`config.mk`:
```
export PLATFORM = sky130hd
export DESIGN_NAME = regperm_gate
export DESIGN_NICKNAME = d
export VERILOG_FILES = /design/src/rtl/regperm_gate.sv
export SDC_FILE = /design/constraint.sdc
export NUM_CORES = 1
export LEC_CHECK = 0
export CORE_MARGIN = 2
export CORE_UTILIZATION = 44
export CTS_BUF_LIST = sky130_fd_sc_hd__clkbuf_4 sky130_fd_sc_hd__clkbuf_8
export DETAILED_ROUTE_END_ITERATION = 8
export PLACE_DENSITY = 0.91
export RECOVER_POWER = 50
export SYNTH_ARGS = -nofsm -noshare
export SYNTH_HDL_FRONTEND = slang
export SYNTH_SLANG_ARGS = --single-unit
```
`constraint.sdc`:
```
create_clock -name clk -period 0.8 [get_ports clk]
set_input_delay 0.16 -clock clk [delete_from_list [all_inputs] [get_ports clk]]
set_output_delay 0.16 -clock clk [all_outputs]
set_load 0.02 [all_outputs]
```
`src/rtl/regperm_gate.sv`:
```
module regperm_gate #(
  parameter int AW = 5,
  parameter int DW = 8,
  parameter int NREG = 24,
  parameter logic [NREG-1:0] RD_MASK = 24'hEF_FFF7,
  parameter logic [NREG-1:0] WR_MASK = 24'h00_3F0E,
  parameter int CTRL_ADDR = 2
) (
  input  logic          clk,
  input  logic          rst_n,
  input  logic          cmd_valid,
  input  logic          cmd_write,
  input  logic [AW-1:0] cmd_addr,
  input  logic [DW-1:0] cmd_wdata,
  input  logic          lock_in,
  output logic          grant_rd,
  output logic          grant_wr,
  output logic [AW-1:0] grant_addr,
  output logic [DW-1:0] grant_wdata,
  output logic          reject,
  output logic [1:0]    resp_code
);
  localparam int SPAN = 1 << AW;
  localparam logic [1:0] RC_IDLE = 2'b00;
  localparam logic [1:0] RC_RD   = 2'b01;
  localparam logic [1:0] RC_WR   = 2'b10;
  localparam logic [1:0] RC_BAD  = 2'b11;

  logic [SPAN-1:0] rd_tab, wr_tab;

  for (genvar i = 0; i < SPAN; i++) begin : g_tab
    if (i < NREG) begin : g_in
      assign rd_tab[i] = RD_MASK[i];
      assign wr_tab[i] = WR_MASK[i];
    end else begin : g_out
      assign rd_tab[i] = 1'b0;
      assign wr_tab[i] = 1'b0;
    end
  end

  logic is_ctrl, rd_ok, wr_ok, go_rd, go_wr, go_bad;

  assign is_ctrl = (cmd_addr == AW'(CTRL_ADDR));
  assign rd_ok   = rd_tab[cmd_addr];
  assign wr_ok   = wr_tab[cmd_addr] && (!lock_in || is_ctrl);
  assign go_rd   = cmd_valid && !cmd_write && rd_ok;
  assign go_wr   = cmd_valid &&  cmd_write && wr_ok;
  assign go_bad  = cmd_valid && !go_rd && !go_wr;

  always_ff @(posedge clk or negedge rst_n) begin
    if (!rst_n) begin
      grant_rd    <= 1'b0;
      grant_wr    <= 1'b0;
      reject      <= 1'b0;
      resp_code   <= RC_IDLE;
      grant_addr  <= '0;
      grant_wdata <= '0;
    end else begin
      grant_rd  <= go_rd;
      grant_wr  <= go_wr;
      reject    <= go_bad;
      resp_code <= go_rd ? RC_RD : go_wr ? RC_WR : go_bad ? RC_BAD : RC_IDLE;
      if (go_rd || go_wr) grant_addr <= cmd_addr;
      if (go_wr) grant_wdata <= cmd_wdata;
    end
  end
endmodule

```
Word level (Yosys, flattened, before mapping)
Memory sizes are Yosys's and may differ from the RTL's.
Cells that the tools add are included.
{"block": "totals", "reg_bits": 18, "latchBits": 0, "mem_bits_rw": 0, "romBits": 64, "in_bits": 18, "out_inout_bits": 18, "word_cells": 28, "mem_count": 2}
{"memory": "(name not given)", "words": 32, "width": 1, "read_ports": 1, "rd_clocked_by_memory_dff": 0, "write_ports": 0, "line_no": "45", "text": "assign wr_ok = wr_tab[cmd_addr] && (!lock_in || is_ctrl);"}
{"memory": "(name not given)", "words": 32, "width": 1, "read_ports": 1, "rd_clocked_by_memory_dff": 0, "write_ports": 0, "line_no": "44", "text": "assign rd_ok = rd_tab[cmd_addr];"}
{"block": "op_classes", "addsub": 0, "mul": 0, "n_div": 0, "order_cmp": 1, "eq_ne": 1, "shift": 0, "mux": 5, "bitwise": 0, "reduce_logical": 13}
{"operator": "1-bit logical AND", "count": 7}
{"operator": "5-bit by 6-bit less-than comparator with 1-bit output, second input constant", "count": 1}
{"operator": "2-bit 2-to-1 mux", "count": 3}
{"operator": "5-bit by 2-bit equality test with 1-bit output, second input constant", "count": 1}
{"operator": "1-bit logical NOT", "count": 4}
{"operator": "1-bit logical OR", "count": 2}
{"operator": "1-bit 2-to-1 mux", "count": 2}

Depth between registers and ports, before layout
{"block": "logic_depth", "ltp_word": 9, "depth_mapped": 6, "ltp_nobuf": 5}

Worst setup path before layout
Ideal clock, no wire load.
{"block": "synth_path", "path_type": "in2reg", "startpoint": "in cmd_addr[1]", "endpoint": "reg grant_wdata[0]", "setup_time_ps": 125, "arrival_time_ps": 1296, "required_ps": 675, "slack_ps": -621, "path_stages": 5, "path_buffers": 1, "path_cell_list": "buf_4 -> or3b_4 -> a21oi_4 -> o21ai_4 -> mux2_4"}
{"block": "synth_via", "elab_chain_len": 4, "elab_cells_between_ends": 6, "classes_between": "1 x eq/ne; 1 x mux; 3 x reduce/logical; 1 x memory"}
{"element": "start: declaration", "line_no": "13", "text": "input logic [AW-1:0] cmd_addr,"}
{"element": "memory 32 x 1 bit or 5-bit by 2-bit equality test with 1-bit output (tied branches)"}
{"element": "1-bit 2-to-1 mux (implied by the code) or 1-bit logical OR (tied branches)", "line_no": "45"}
{"element": "1-bit logical AND (*)", "line_no": "45"}
{"element": "1-bit logical AND (*)", "line_no": "47", "text": "assign go_wr = cmd_valid && cmd_write && wr_ok;"}
{"element": "end signal: assignment", "line_no": "64", "text": "if (go_wr) grant_wdata <= cmd_wdata;"}
{"element": "end: declaration", "line_no": "19", "text": "output logic [DW-1:0] grant_wdata,"}
Every way passes the cells marked *; elsewhere a longest branch is shown, timed or not. The select of a mux whose other input is x is not followed.
A chain may end at the register's enable or synchronous reset.

Final worst setup path
{"block": "layout_path", "startpoint": "in cmd_addr[3]", "endpoint": "reg grant_wdata[7]"}
The elaborated chain is that of the path after synthesis.

==> impl_metrics.yaml <==
status:
  outcome: "finished, violations left"
  violations: "setup timing"
setup_path:
  r2r_slack_ns: -0.27
  end_kind: "flop"
  slowest_stage: "or3b_4"
  cp_slowest_stage_delay_ns: 0.40
  crit_chain: "buf_8 -> or3b_4 -> a21oi_4 -> o21ai_4 -> mux2_4"
  r2r-start: "grant_wdata[5]$_DFFE_PN0N_"
  arrival_ns: 1.39
  cp_data_required_time_ns: 1.01
  rr_worst_depth: 3
  crit_family: "simple AND/OR/NAND/NOR gates"
  r2r_end: "grant_wdata[5]$_DFFE_PN0N_"
  critPathBufInv: 1
  start_kind: "primary input"
  crit_type: "in2reg"
  worstPathMaxFanout: 5
synthesis:
  synth.most_common_cell: "dfrtp_1"
  synthArstFlopShare: 1.000
  synth_flop_cell: "dfrtp_1"
  avgSynthCellArea_um2: 11.97
  ys_seq_elements: 18
  synth_top_area_cell: "dfrtp_1"
  yosysSeqAreaShare: 0.5085
  yosys_warnings: 0
  synthTopCellsByCount: "dfrtp_1 (18), mux2_4 (8), o21ai_0 (8), nor3b_1 (5)"
  yosysUniqueCellTypes: 28
  synth_top_cell_area_share: 0.5085
  synth_cells: 74
  syn_area_um2: 885.9
  synth_edf_count: 0
  synth.area.top_cells: "dfrtp_1 (51%), mux2_4 (14%), o21ai_0 (4.5%)"
  syn_nets: 92
power_and_ir_drop:
  powerDensity_nw_per_um2: 2016
  finalPower_mw: 3.387
  p_seq_frac: 0.361
  internal_power_mw: 2.259
  swShare: 0.3332
  clock_power_share: 0.177
  power.net_switching_mw: 1.129
  ir_worst_vdd_mv: 1.607
  power.leakage_nw: 0.7850
  combinationalPowerShare: 0.462
detailed_routing:
  drtAntennaViolNets: 0
  drt-initial-drc-count: 19
  vias: 983
  dr.pass1.iters: 4
  via_per_inst: 5.782
  wirelength_um: 3763
  post_drt_wl_per_cell_um: 22.14
  drc: 0
clock_tree:
  clock_sinks: 18
  cts_buffers: 3
  h-tree-depth: 1
  cts_tree: "yes"
  clock_tree.root_cell: "clkbuf_4"
  clk_pin_slew_ns: 0.11
  holdBufCountCts: 0
  clock_path_buffers: 2
  insertion_delay_ns: 0.31
placement:
  io_buffers: 35
  globalplace.congestion: 0.9153
  dp.cells: 154
  place_area_um2: 1424
  post-dp-hpwl_um: 1983
die:
  rows: 16
  fp.dieArea_um2: 2388
  die_h_um: 48.87
  initial_utilization: 0.4609
  ios: 36
  core_area_um2: 1922
  die_w_um: 48.87
grt:
  grt_max_degree: 19
  grtUsageTotal: 0.3320
  antenna_found_initial: 0
  overflow: 0
  grt_pass1_vias: 991
  grt_pass1_wl_um: 5685
sta:
  relSlewSlack: 0.7020
  maxSlewViolCount: 0
  fin_crit_sh: 1.478
  worstMarginPinSlew_ns: 0.4470
  fmax_mhz: 845.5
  fin_skew_ns: 0
  fin_crit_ns: 1.183
  setup_slack_ns: -0.3827
  finalSetupTns_ns: -9.372
  setup_violations: 36
  grt_setup_unrepaired: "yes"
  hold_violations: 0
cells_and_area:
  num-fill-cells: 93
  fin_area_um2: 1680
  final_cells: 170
  antenna_cells: 0
  final_layout_size_suffix_gt1_frac: 0.5874
  syn_to_final_growth_pct: 89.69
  fin_util: 0.8743
  fin_nets: 162
min_path:
  min_from: "cmd_addr[3]"
  hold_depth: 4
  hp-class: "in2reg"
  worstHoldEndpoint: "grant_addr[3]$_DFFE_PN0P_"
flow_run:
  drv_cap: 0
## cell type report
cell class / instances / area (um2) / area share
inverter: 3 / 13.76 / 0.008191
sequential: 18 / 450.4 / 0.2681
timing repair buffer: 66 / 619.3 / 0.3686
tap: 27 / 33.78 / 0.02010
multi-input combinational: 52 / 526.8 / 0.3135
clock buffer: 4 / 36.28 / 0.02159
## stage by stage
step / hold WS [ns] / worst slack, ns
detailed placement: 0.5149 / -1.123
floorplan: -0.1356 / -0.6180
global route: 0.2672 / -0.3871
finish: 0.2723 / -0.3827
global placement: 0.5146 / -1.073
CTS: 0.1888 / -0.3471
## logic make-up (layout without fill, tap and decap cells)
family          Yosys count  in the layout  share of synthesized area
simple gates             22             22                     0.1582
mux                       8              8                     0.1356
flops                    18             18                     0.5085
buf+inv                   5             73                    0.02542
compound gates           21             22                     0.1723
## worst max path at each step
stage	from	end	slack [ns]	depth (start not counted)
after floorplan	cmd_addr[1]	grant_wdata[0]$_DFFE_PN0N_	-0.62	5
after global placement	cmd_addr[1]	grant_wdata[5]$_DFFE_PN0N_	-1.07	5
after detailed placement	cmd_addr[1]	grant_wdata[4]$_DFFE_PN0N_	-1.12	5
after CTS	cmd_addr[3]	grant_wdata[4]$_DFFE_PN0N_	-0.35	5
after global routing	cmd_addr[3]	grant_wdata[7]$_DFFE_PN0N_	-0.39	5
final	cmd_addr[3]	grant_wdata[7]$_DFFE_PN0N_	-0.38	5
## power groups by stage
stage	combinational [mW]	clock, mW	sequential (mW)
2_1_floorplan	0.301	0	1.39
3_3_place_gp	1.20	0	1.17
3_5_place_dp	1.25	0	1.19
4_1_cts	1.45	0.568	1.20
5_1_grt	1.62	0.648	1.24
6_report	1.57	0.598	1.22
## cell usage in the layout, fill, tap and decap left out, drive strengths merged
cell type      netlist  routed
mux2                 8       8
nand2                3       3
or3b                 2       2
and2                 1       1
o21ai               11      12
dlygate4sd2          0       2
nand3                2       2
dfrtp               18      18
clkdlybuf4s50        0       8
a211oi               1       1
o21bai               1       1
a21oi                1       1
nor2                 3       3
a31oi                2       2
o211ai               3       3
buf                  1      51
o21a                 1       1
nor3b                5       5
inv                  3       3
nand4b               1       1
nor4bb               1       1
nor4                 1       1
clkbuf               1       5
dlygate4sd3          0       1
nand2b               1       1
nor2b                2       2
a31o                 1       1
clkdlybuf4s15        0       3
## per-layer routing
| metal | part of all wire | track usage | routed length, um | vias to the layer above |
|---|---|---|---|---|
| li1 | - | - | - | 410 |
| met4 | 0.057 | 0.1714 | 215 | 0 |
| met2 | 0.49 | 0.5776 | 1846 | 78 |
| met5 | 0 | 0 | 0 | - |
| met3 | 0.080 | 0.06748 | 301 | 21 |
| met1 | 0.37 | 0.3851 | 1399 | 474 |
## what timing repair did
item,in CTS,in global routing
pin swaps,10,4
setup buffers,7,4
cloned,1,0
resized for setup,152,8
endpoints found under the setup margin,36,36
## worst register-to-register path, cell delays in order (launching register included)
cell and delay, ns:
dfrtp_1 0.43, buf_4 0.15, buf_4 0.13, mux2_4 0.26
## sequential cells by signal, summed over array words and instances (netlist names)
register / flops
grant_rd: 1
resp_code: 2
grant_wr: 1
grant_wdata: 8
reject: 1
grant_addr: 5
No activity file was read; power rests on OpenSTA's default activity.
